[src/rtl/rxsplit_pkg.sv]
package rxsplit_pkg;

    localparam int DESC_W   = 128;
    localparam int ADDR_W   = 64;
    localparam int NUM_BUF  = 2;
    localparam int LEN_W    = 16;
    localparam int HINFO_W  = 16;
    localparam int HLEN_W   = 10;
    localparam int HLEN_LSB = 5;
    localparam int SPH_POS  = 15;
    localparam int STAT_W   = 32;
    localparam int HBO_POS  = 21;

    typedef enum logic {
        SPLIT_NORMAL = 1'b0,
        SPLIT_ALWAYS = 1'b1
    } split_mode_e;

    typedef struct packed {
        logic sph;
        logic hbo;
    } split_flags_t;

    typedef struct packed {
        logic [LEN_W-1:0]   pkt_len;
        logic [HINFO_W-1:0] hdr_info;
        logic [STAT_W-1:0]  status;
        logic               bad_combo;
    } wb_fields_t;

    // Sum of two byte counts, clamped to the largest length value.
    function automatic logic [LEN_W-1:0] sat_add(input logic [LEN_W-1:0] a,
                                                 input logic [LEN_W-1:0] b);
        logic [LEN_W:0] s;
        s = {1'b0, a} + {1'b0, b};
        return s[LEN_W] ? {LEN_W{1'b1}} : s[LEN_W-1:0];
    endfunction

endpackage

[src/rtl/rxs_desc_unpack.sv]
module rxs_desc_unpack
    import rxsplit_pkg::*;
#(
    parameter int P_DESC_W = DESC_W,
    parameter int P_ADDR_W = ADDR_W,
    parameter int P_NBUF   = NUM_BUF
) (
    input  logic                             clk,
    input  logic                             rst,
    input  logic                             in_valid,
    input  logic [P_DESC_W-1:0]              in_desc,
    output logic                             out_valid,
    output logic [P_NBUF-1:0][P_ADDR_W-1:0]  out_addr
);
    localparam int USED_W = P_NBUF * P_ADDR_W;

    logic [P_NBUF-1:0][P_ADDR_W-1:0] slot;

    // Slot 0 (header buffer) sits in the low quadword, slot 1 above it.
    for (genvar g = 0; g < P_NBUF; g++) begin : g_slot
        assign slot[g] = in_desc[g*P_ADDR_W +: P_ADDR_W];
    end

    if (USED_W < P_DESC_W) begin : g_spare
        logic spare_unused;
        assign spare_unused = ^in_desc[P_DESC_W-1:USED_W];
    end

    always_ff @(posedge clk) begin
        if (rst) begin
            out_valid <= 1'b0;
            out_addr  <= '0;
        end else begin
            out_valid <= in_valid;
            if (in_valid) begin
                out_addr <= slot;
            end
        end
    end

endmodule

[src/rtl/rxs_len_select.sv]
module rxs_len_select
    import rxsplit_pkg::*;
#(
    parameter int P_LEN_W = LEN_W
) (
    input  split_mode_e          mode,
    input  split_flags_t         flags,
    input  logic [P_LEN_W-1:0]   hdr_bytes,
    input  logic [P_LEN_W-1:0]   pay_bytes,
    output logic [P_LEN_W-1:0]   pkt_len,
    output logic                 bad_combo
);
    logic [P_LEN_W:0] full_sum;
    logic [P_LEN_W-1:0] sum_sat;
    logic use_sum;

    assign full_sum  = {1'b0, hdr_bytes} + {1'b0, pay_bytes};
    assign sum_sat   = full_sum[P_LEN_W] ? {P_LEN_W{1'b1}} : full_sum[P_LEN_W-1:0];
    assign bad_combo = flags.hbo && !flags.sph;

    always_comb begin
        use_sum = 1'b0;
        unique case (mode)
            SPLIT_ALWAYS: use_sum = 1'b0;
            SPLIT_NORMAL: use_sum = (flags.sph == flags.hbo);
            default:      use_sum = 1'b0;
        endcase
    end

    assign pkt_len = use_sum ? sum_sat : pay_bytes;

endmodule

[src/rtl/rxs_hinfo_pack.sv]
module rxs_hinfo_pack
    import rxsplit_pkg::*;
#(
    parameter int P_HINFO_W = HINFO_W,
    parameter int P_HLEN_W  = HLEN_W,
    parameter int P_LSB     = HLEN_LSB,
    parameter int P_SPH     = SPH_POS,
    parameter int P_STAT_W  = STAT_W,
    parameter int P_HBO     = HBO_POS
) (
    input  logic [P_HINFO_W-1:0] hdr_len,
    input  split_flags_t         flags,
    input  logic [P_STAT_W-1:0]  status_in,
    output logic [P_HINFO_W-1:0] hdr_info,
    output logic [P_STAT_W-1:0]  status_out
);
    localparam logic [P_HINFO_W-1:0] FIELD_MASK =
        P_HINFO_W'(((1 << P_HLEN_W) - 1) << P_LSB);
    localparam logic [P_HINFO_W-1:0] SPH_BIT  = P_HINFO_W'(1) << P_SPH;
    localparam logic [P_STAT_W-1:0]  HBO_BIT  = P_STAT_W'(1) << P_HBO;

    logic [P_HINFO_W-1:0] shifted;

    assign shifted    = hdr_len << P_LSB;
    assign hdr_info   = (shifted & FIELD_MASK) | (flags.sph ? SPH_BIT : '0);
    assign status_out = status_in | (flags.hbo ? HBO_BIT : '0);

endmodule

[src/rtl/rx_split_wb_fmt.sv]
module rx_split_wb_fmt
    import rxsplit_pkg::*;
(
    input  logic                clk,
    input  logic                rst,
    input  logic                rd_valid,
    input  logic [DESC_W-1:0]   rd_desc,
    output logic                rd_done,
    output logic [ADDR_W-1:0]   hdr_buf_addr,
    output logic [ADDR_W-1:0]   pay_buf_addr,
    input  logic                wb_valid,
    input  logic                wb_mode,
    input  logic [LEN_W-1:0]    wb_hdr_bytes,
    input  logic [LEN_W-1:0]    wb_pay_bytes,
    input  logic [HINFO_W-1:0]  wb_hdr_len,
    input  logic                wb_sph,
    input  logic                wb_hbo,
    input  logic [STAT_W-1:0]   wb_status_in,
    output logic                wb_done,
    output logic [LEN_W-1:0]    wb_pkt_len,
    output logic [HINFO_W-1:0]  wb_hdr_info,
    output logic [STAT_W-1:0]   wb_status,
    output logic                wb_bad_combo
);
    // ---------------- read side ----------------
    logic [NUM_BUF-1:0][ADDR_W-1:0] addr_q;

    rxs_desc_unpack u_unpack (
        .clk       (clk),
        .rst       (rst),
        .in_valid  (rd_valid),
        .in_desc   (rd_desc),
        .out_valid (rd_done),
        .out_addr  (addr_q)
    );

    assign hdr_buf_addr = addr_q[0];
    assign pay_buf_addr = addr_q[1];

    // ---------------- writeback side ----------------
    split_mode_e  mode;
    split_flags_t flags;
    wb_fields_t   next_f;
    wb_fields_t   cur_f;
    logic         done_q;

    assign mode  = split_mode_e'(wb_mode);
    assign flags = '{sph: wb_sph, hbo: wb_hbo};

    rxs_len_select u_len (
        .mode      (mode),
        .flags     (flags),
        .hdr_bytes (wb_hdr_bytes),
        .pay_bytes (wb_pay_bytes),
        .pkt_len   (next_f.pkt_len),
        .bad_combo (next_f.bad_combo)
    );

    rxs_hinfo_pack u_hinfo (
        .hdr_len    (wb_hdr_len),
        .flags      (flags),
        .status_in  (wb_status_in),
        .hdr_info   (next_f.hdr_info),
        .status_out (next_f.status)
    );

    always_ff @(posedge clk) begin
        if (rst) begin
            done_q <= 1'b0;
            cur_f  <= '0;
        end else begin
            done_q <= wb_valid;
            if (wb_valid) begin
                cur_f <= next_f;
            end
        end
    end

    assign wb_done      = done_q;
    assign wb_pkt_len   = cur_f.pkt_len;
    assign wb_hdr_info  = cur_f.hdr_info;
    assign wb_status    = cur_f.status;
    assign wb_bad_combo = cur_f.bad_combo;

    // ---------------- assertions ----------------
    p_addr_split_r1: assert property (@(posedge clk) disable iff (rst)
        rd_valid |=> (rd_done && hdr_buf_addr == $past(rd_desc[63:0])
                      && pay_buf_addr == $past(rd_desc[127:64])));

    p_len_always_r3: assert property (@(posedge clk) disable iff (rst)
        (wb_valid && wb_mode) |=> (wb_pkt_len == $past(wb_pay_bytes)));

    p_len_split_r5: assert property (@(posedge clk) disable iff (rst)
        (wb_valid && !wb_mode && wb_sph && !wb_hbo)
            |=> (wb_pkt_len == $past(wb_pay_bytes)));

    p_len_sum_r4: assert property (@(posedge clk) disable iff (rst)
        (wb_valid && !wb_mode && (wb_sph == wb_hbo))
            |=> (wb_pkt_len == sat_add($past(wb_hdr_bytes), $past(wb_pay_bytes))));

    p_hdr_field_r6: assert property (@(posedge clk) disable iff (rst)
        wb_valid |=> (wb_hdr_info[14:5] == $past(wb_hdr_len[9:0])
                      && wb_hdr_info[15] == $past(wb_sph)
                      && wb_hdr_info[4:0] == 5'd0));

    p_hbo_status_r7: assert property (@(posedge clk) disable iff (rst)
        wb_valid |=> (wb_status[21] == ($past(wb_hbo) || $past(wb_status_in[21]))));

    p_bad_combo_r8: assert property (@(posedge clk) disable iff (rst)
        wb_valid |=> (wb_bad_combo == ($past(wb_hbo) && !$past(wb_sph))));

    p_hold_r9: assert property (@(posedge clk) disable iff (rst)
        !wb_valid |=> (!wb_done && $stable(wb_pkt_len) && $stable(wb_hdr_info)
                       && $stable(wb_status) && $stable(wb_bad_combo)));

endmodule

[config.mk]
export PLATFORM = sky130hd
export DESIGN_NAME = rx_split_wb_fmt
export DESIGN_NICKNAME = d
export VERILOG_FILES = /design/src/rtl/rxsplit_pkg.sv /design/src/rtl/rxs_desc_unpack.sv /design/src/rtl/rxs_len_select.sv /design/src/rtl/rxs_hinfo_pack.sv /design/src/rtl/rx_split_wb_fmt.sv
export SDC_FILE = /design/constraint.sdc
export NUM_CORES = 1
export LEC_CHECK = 0
export ABC_AREA = 1
export CORE_AREA = 8 8 152 154
export CTS_BUF_LIST = sky130_fd_sc_hd__clkbuf_4 sky130_fd_sc_hd__clkbuf_8 sky130_fd_sc_hd__clkbuf_16
export CTS_CLUSTER_DIAMETER = 40
export CTS_CLUSTER_SIZE = 16
export DETAILED_ROUTE_END_ITERATION = 8
export DIE_AREA = 0 0 160 162
export PLACE_DENSITY_LB_ADDON = 0.25
export REMOVE_ABC_BUFFERS = 1
export SETUP_SLACK_MARGIN = 0.5
export SYNTH_ARGS = -nofsm -noshare
export SYNTH_HDL_FRONTEND = slang
export SYNTH_SLANG_ARGS = --single-unit
[constraint.sdc]
create_clock -name clk -period 5.25 [get_ports clk]
set_clock_uncertainty 0.2 [all_clocks]
set_input_delay 1.05 -clock clk [delete_from_list [all_inputs] [get_ports clk]]
set_output_delay 1.05 -clock clk [all_outputs]
set_load 0.01 [all_outputs]
==> results by group, run 1 <==
Outcome
  – Status: completed

Global routing
  – Number of global-route vias before repair: 7813
  – Global route overflow: 0
  – Maximum number of pins on one net before global-route repair: 101
  – Overall fraction of global-route tracks in use: 20.77%
  – First-pass GRT wire length: 42980 um
  – Antenna violations before repair: 1

CTS
  – H-tree level count: 4
  – Root Driver: sky130_fd_sc_hd__clkbuf_16
  – Clock-pin slew reported for the worst setup and hold paths after clock tree synthesis: approximately 70 ps
  – TritonCTS buffer count: 17
  – Number of buffers added for setup after CTS: 0
  – Clock latency on the worst-skew pair: 430 ps
  – Cts hold-fix bufs: 0
  – Number of buffers on the longest clock path: 2
  – Clock sink total: 190
  – CTS tree: done
  – Post-CTS sizing: 0

Cells and area
  – Number of nets in the layout: 1666
  – Share of post-route cells with drive strength above 1: under 10%
  – Post-route core utilization: between 60% and 70%
  – Most common library cell in the layout ignoring fill and taps: sky130_fd_sc_hd__clkdlybuf4s50_1
  – Number of standard cells in the final layout excluding fillers: approximately 1700
  – Top library cells by usage in the layout, fill and taps aside: 397 x sky130_fd_sc_hd__clkdlybuf4s50_1, 385 x sky130_fd_sc_hd__nor2_1, 190 x sky130_fd_sc_hd__dfxtp_1, 175 x sky130_fd_sc_hd__o21ai_0, 101 x sky130_fd_sc_hd__nand2_1
  – Relative area change from synthesis to final layout: 60.23%

Synth
  – Yosys top cell area share: 48.73%
  – Synthesis Warnings: 0
  – Ranking of synthesized cells by area: sky130_fd_sc_hd__dfxtp_1 49%, sky130_fd_sc_hd__nor2_1 19%, sky130_fd_sc_hd__o21ai_0 11%
  – Distinct cell type count after synthesis: 29
  – Part of the Yosys area used for sequential elements: 48.73%
  – Number of flip-flops and latches in the synthesized netlist: 190
  – Synthesized instance count: ~1100
  – Synthesized area: ~7800 um^2
  – Post-synth top area cell: sky130_fd_sc_hd__dfxtp_1
  – Average cell area after synthesis: around 7.3 um^2

STA
  – Unrepaired setup endpoints after global routing: false
  – Smallest hold slack: between 200 and 300 ps
  – Setup TNS after final layout: 0 ps
  – Slew at the pin with the worst max-slew slack: 973.8 ps
  – Achievable frequency: 316.3 MHz
  – Final slew viol count: 0
  – Post-layout min period: 3161 ps
  – Worst slew margin: 35.08%
  – Post-route clock period utilization: between 60% and 70%
  – Setup violators final: 0
  – Final hold violations: 0

Min path
  – Number of cells traversed by the worst hold path: 2
  – Hold/Removal Path Class: flop to flop

Pwr
  – Static leakage: 5.270 nW
  – Total power consumption of the routed design: 3.628 mW
  – Worst IR Drop VDD: 0.1907 mV
  – PD cells: 290.1 nW/um^2

Placement
  – Detailed placement HPWL: 21010 um
  – Global placement routability congestion: ~0.87
  – DP Cell Count: 1689
  – Buffers added on ports: 398

Worst setup path
  – Type of the worst setup path: input pin to flop
  – Dominant cell type by count on the critical path: sky130_fd_sc_hd__inv_1
  – Biggest cell delay along the critical path: 670 ps
  – Worst path top cell family by delay: simple AND/OR/NAND/NOR gates
  – Critical Path Source Type: input pin
  – List of cells traversed by the critical path: clkdlybuf4s50_1 -> inv_1 -> ha_1 -> inv_1 -> nor2_2 -> nand3_4 -> o21ai_0 -> a21oi_1
  – WP data arrival: 3250 ps
  – Buffering stage count on the worst path with inverters included: 3
  – CP Max Fanout: 18
  – Worst Setup End Kind: flop
  – Cell count of the worst reg-to-reg path: 2
  – Slowest stage cell on the critical path: sky130_fd_sc_hd__nor2_2
  – Worst endpoint required time: 5340 ps
  – Worst path depth: 8

Route
  – Via count of the routed design: 8096
  – DRT antenna net count: 0
  – Starting DRC count in detailed routing: between 500 and 600
  – Iteration count of the initial detailed-routing pass: 4
  – Final routed wirelength across all metal layers: 28330 um
  – Drt via density: 4.702
  – Wire per inst: 16.45 um
  – DRC violation count after routing: 0

Floorplanning
  – Die boundary height: approximately 160 um
  – Area enclosed by the die boundary: 25920 um^2
  – Die extent in x: 160 um
  – Std cell rows: 53
  – Initial core utilization: a little under two fifths
  – Top-Level Pins: 410
  – Area of the core region: around 21000 um^2

Job
  – Total of max-cap violations: 0
power by group:
| group | total [mW] | switching [mW] | internal [mW] |
|---|---|---|---|
| Combinational | 0.761 | 0.355 | 0.406 |
| Sequential | 1.59 | 0.0482 | 1.54 |
| Clock | 1.28 | 0.628 | 0.648 |
| Total | 3.63 | 1.03 | 2.60 |
worst min-delay path, delay by kind of cell (launching register included):
family,cells,cell delay [ps]
AO/OA/AOI/OAI,1,50
flip-flops,1,310
AND/OR/NAND/NOR,1,60
per-stage QoR:
step / area, um^2 / worst slack (ps)
after global routing: 12510 / 1981
after detailed placement: 11910 / 1658
after global placement: 11910 / 1696
after floorplan: 7512 / 1705
final: 12510 / 2089
after CTS: 12500 / 2080
registers in the layout (all words and copies together), names as in the netlist:
signal,flops
wb_bad_combo,1
u_unpack.out_valid,1
wb_pkt_len,16
u_unpack.out_addr,128
wb_done,1
wb_status,32
wb_hdr_info,11
worst paths after layout:
kind                              from                   end  slack, ps
hold / removal           wb_pkt_len[8]         wb_pkt_len[8]        270
setup reg to reg  u_unpack.out_addr[4]  u_unpack.out_addr[4]       4350
hold reg to reg          wb_pkt_len[8]         wb_pkt_len[8]        270
setup / recovery                wb_sph         wb_pkt_len[7]       2090
routing by layer:
metal  part of all wire, %  vias to the layer above  GRT usage [%]
met5                     0                        -              0
met4                   3.5                        0          9.388
met3                   7.0                       49          6.808
met2                    51                      271          36.19
met1                    39                     3680          22.69
li1                      -                     4096              -
layout make-up:
class,count,area (um^2)
multi-input cells,765,3510
well taps,275,344.1
inverters,53,202.7
flip-flops and latches,190,3804
fillers,1916,8184
diodes,1,2.502
clock buffers,19,440.4
repair buffers,406,4054
clock inverters,13,148.9
synth_stat cells (all sizes together):
library cell,count
dfxtp,190
conb,1
a21oi,25
inv,52
fa,1
o21ai,185
xor2,7
ha,17
nand4,2
clkbuf,51
and2,4
clkinv,1
nand3,21
nand2,108
nor3,1
nor2,389
buf,17
logic make-up after synthesis:
| group | Yosys count | share of synthesized area, % |
|---|---|---|
| AOI/OAI and AO/OA | 210 | 14.52 |
| xor gates and xnor gates | 7 | 0.7855 |
| adders and majority gates | 18 | 2.982 |
| buffers and inverters | 121 | 6.492 |
| DFF | 190 | 48.73 |
| other | 1 | 0.04805 |
| and+or+nand+nor | 525 | 26.43 |
Power figures use the tool's default switching activity.
==> inputs of run 2 (changes only) <==
--- a/config.mk
+++ b/config.mk
@@ -6,12 +6,12 @@
 export NUM_CORES = 1
 export LEC_CHECK = 0
 export ABC_AREA = 1
-export CORE_AREA = 8 8 152 154
+export CORE_AREA = 8 8 153 155
 export CTS_BUF_LIST = sky130_fd_sc_hd__clkbuf_4 sky130_fd_sc_hd__clkbuf_8 sky130_fd_sc_hd__clkbuf_16
 export CTS_CLUSTER_DIAMETER = 40
 export CTS_CLUSTER_SIZE = 16
 export DETAILED_ROUTE_END_ITERATION = 8
-export DIE_AREA = 0 0 160 162
+export DIE_AREA = 0 0 161 163
 export PLACE_DENSITY_LB_ADDON = 0.25
 export REMOVE_ABC_BUFFERS = 1
 export SETUP_SLACK_MARGIN = 0.5
==> constraint.sdc (replaced) <==
create_clock -name clk -period 3 [get_ports clk]
set_clock_uncertainty 0.2 [all_clocks]
set_input_delay 0.6 -clock clk [delete_from_list [all_inputs] [get_ports clk]]
set_output_delay 0.6 -clock clk [all_outputs]
set_load 0.01 [all_outputs]
==> run 2 against run 1 <==
Combinational power is 79% higher. Global-route usage grew 0.56 points. First-iteration DRC count is 2.8% higher. Hold slack got worse by 7.9 ps. Die area is 1.2% higher. Sequential cell count stayed put. Worst setup slack worse by 1400 ps. Critical path depth increased by 3. Utilization increased by 0.29 points. Register-to-register slack lost 2200 ps.
==> results by group, run 2 (synthesis results as in run 1) <==
Outcome
  – Status: completed

Pwr
  – Worst IR Drop VDD: 0.3863 mV (+100%)
  – Static leakage: 5.351 nW (+1.5%)
  – Sequential Power Share: 43.2% (-0.6 points)
  – Total power consumption of the routed design: 6.437 mW (+77%)
  – PD cells: 509.0 nW/um^2 (+75%)
  – Clock share of power: 35.7% (+0.5 points)
  – Switching share of power: 28.69% (+0.26 points)
  – Comb power frac: 21.1% (about the same)
  – Psw: 1.847 mW (+79%)
  – Cell-internal power: 4.590 mW (+77%)

STA
  – Slew at the pin with the worst max-slew slack: 557.1 ps (-416.7 ps)
  – Final slew viol count: 0 (unchanged)
  – Setup violators final: 0 (unchanged)
  – Post-route clock period utilization: 77.10%
  – Smallest hold slack: 263.4 ps (-7.869 ps)
  – Worst slew margin: 62.86% (+28 points)
  – Final hold violations: 0 (unchanged)
  – Post-layout min period: 2313 ps
  – Final worst-path setup slack: 687.1 ps (-1402 ps)
  – Unrepaired setup endpoints after global routing: false
  – Achievable frequency: 432.4 MHz

Worst setup path
  – Critical Path Source Type: input pin
  – Worst endpoint required time: 3100 ps (-2240 ps)
  – Type of the worst setup path: input pin to flop
  – List of cells traversed by the critical path: clkdlybuf4s50_1 -> ha_1 -> nand2_2 -> inv_2 -> a21oi_2 -> nand2_2 -> nand2_2 -> nand3_4 -> buf_12 -> o21ai_0 -> a21oi_1
  – WP data arrival: 2410 ps (-840 ps)
  – CP Max Fanout: 7 (-11)
  – Flop-to-flop setup slack: 2140 ps (-2210 ps)
  – Slowest stage cell on the critical path: sky130_fd_sc_hd__clkdlybuf4s50_1
  – Dominant cell type by count on the critical path: sky130_fd_sc_hd__nand2_2
  – Worst Setup End Kind: flop
  – Biggest cell delay along the critical path: 450 ps (-220 ps)

CTS
  – Clock-pin slew reported for the worst setup and hold paths after clock tree synthesis: 70 ps (about the same)
  – H-tree level count: 4 (unchanged)
  – Clock sink total: 190 (unchanged)
  – Root Driver: sky130_fd_sc_hd__clkbuf_16
  – Clock latency on the worst-skew pair: 420 ps (about the same)
  – Number of buffers on the longest clock path: 2 (unchanged)
  – CTS tree: done
  – Cts hold-fix bufs: 0 (unchanged)
  – TritonCTS buffer count: 17 (unchanged)

Route
  – Sum of met3 wire segment lengths after detailed routing: 2060 um (+4.5%)
  – Via count of the routed design: 8020 (-0.94%)
  – Drt via density: 4.639 (-1.3%)
  – Met2 wire length: 14680 um (+2.6%)
  – DRC violation count after routing: 0 (unchanged)
  – Top sig layer: met4
  – Final routed wirelength across all metal layers: 29080 um (+2.7%)
  – Wire per inst: 16.82 um (+2.2%)
  – Iteration count of the initial detailed-routing pass: 4 (unchanged)
  – DRT antenna net count: 0 (unchanged)
  – Starting DRC count in detailed routing: 543 (+2.8%)
  – Routed length on met1: 11370 um (+2.7%)

Cells and area
  – Flip-flop count of the largest register, all copies and words added: 128 (unchanged)
  – Largest register by flop count: u_unpack.out_addr
  – Post-route core utilization: 60.74% (+0.29 points)
  – Top library cells by usage in the layout, fill and taps aside: 395 x sky130_fd_sc_hd__clkdlybuf4s50_1, 384 x sky130_fd_sc_hd__nor2_1, 190 x sky130_fd_sc_hd__dfxtp_1, 173 x sky130_fd_sc_hd__o21ai_0, 101 x sky130_fd_sc_hd__nand2_1
  – Most common library cell in the layout ignoring fill and taps: sky130_fd_sc_hd__clkdlybuf4s50_1
  – Number of nets in the layout: 1674 (+0.48%)
  – Number of standard cells in the final layout excluding fillers: 1729 (+0.41%)
  – Share of post-route cells with drive strength above 1: 6.259% (+0.73 points)
  – Count of inserted antenna diode cells: 0 (-1)
  – Filler cell count: 1860 (-2.9%)
  – Relative area change from synthesis to final layout: 62.04%

Global routing
  – Number of global-route vias before repair: 7794 (-0.24%)
  – Overall fraction of global-route tracks in use: 21.33% (+0.56 points)
  – Antenna violations before repair: 0 (-1)
  – Maximum number of pins on one net before global-route repair: 129 (+28%)
  – First-pass GRT wire length: 44400 um (+3.3%)
  – Global route overflow: 0 (unchanged)

Floorplanning
  – Std cell rows: 53 (unchanged)
  – Initial core utilization: 37.48% (-0.24 points)
  – Top-Level Pins: 410 (unchanged)
  – Area of the core region: 20820 um^2 (+0.64%)
  – Die extent in x: 161 um (+0.63%)
  – Area enclosed by the die boundary: 26240 um^2 (+1.2%)
  – Die boundary height: 163 um (+0.62%)

Placement
  – DP Cell Count: 1694 (+0.30%)
  – Buffers added on ports: 398 (unchanged)
  – Pre-CTS WS: -35.24 ps (-1693 ps)
  – Detailed placement HPWL: 21590 um (+2.8%)
  – Global placement routability congestion: 0.8595 (-1.5%)

Min path
  – Hold/Removal Path Class: flop to flop

Job
  – Total of max-cap violations: 0 (unchanged)
run 2: changes by cell type in the layout (fill, tap and decap cells not counted), moves of 2 or more:
cell / previous run / this run
sky130_fd_sc_hd__clkbuf_4: 2 / 0
sky130_fd_sc_hd__o21ai_0: 175 / 173
sky130_fd_sc_hd__clkbuf_8: 0 / 2
sky130_fd_sc_hd__buf_4: 8 / 11
sky130_fd_sc_hd__buf_12: 1 / 5
sky130_fd_sc_hd__clkdlybuf4s50_1: 397 / 395
sky130_fd_sc_hd__dlymetal6s2s_1: 0 / 2
sky130_fd_sc_hd__o21ai_1: 0 / 2
run 2: area by class of cell:
class / count / area [um^2] / area share, %
clock buffer: 19 / 452.9 / 3.581
clock inverter: 13 / 143.9 / 1.138
multi-input combinational: 765 / 3527 / 27.89
tap: 275 / 344.1 / 2.721
timing repair buffer: 414 / 4173 / 32.99
inverter: 53 / 202.7 / 1.603
sequential: 190 / 3804 / 30.08
run 2: metrics by stage:
step / cell area [um^2] / TNS [ps]
2_1_floorplan: 7512 / -12940
3_3_place_gp: 11990 / 0
3_5_place_dp: 11990 / -78.30
4_1_cts: 12620 / 0
5_1_grt: 12650 / 0
6_report: 12650 / 0
run 2: critical path, delay by kind of cell:
family          cells  cell delay, ps
compound gates      3             360
fa+ha+maj           1             360
buf+inv             3             660
simple gates        4             420
run 2: what timing repair did:
action / CTS / global route
buffers inserted: 2 / 1
cloned: 0 / 0
endpoints found under the setup margin: 13 / 12
gates resized for setup: 1 / 8
pin swaps: 0 / 1
run 2: power groups by stage:
stage	Sequential (mW)	Clock, mW	Combinational (mW)
3_3_place_gp	2.83	0	1.35
4_1_cts	2.78	2.35	1.37
3_5_place_dp	2.84	0	1.36
5_1_grt	2.80	2.45	1.49
2_1_floorplan	2.92	0	0.448
6_report	2.78	2.30	1.36
run 2: path summary, 6_finish.rpt:
| path | cells past startpoint | to | start |
|---|---|---|---|
| max reg2reg | 2 | u_unpack.out_addr[10] | u_unpack.out_addr[10] |
| max | 11 | wb_pkt_len[8] | wb_pay_bytes[7] |
| min reg2reg | 2 | wb_pkt_len[13] | wb_pkt_len[13] |
| min | 2 | wb_pkt_len[13] | wb_pkt_len[13] |
run 2: per-layer routing:
layer / vias to the layer above / global-route usage, %
li1: 4114 / -
met5: - / 0
met2: 244 / 37.22
met4: 0 / 8.965
met3: 50 / 7.305
met1: 3612 / 23.31
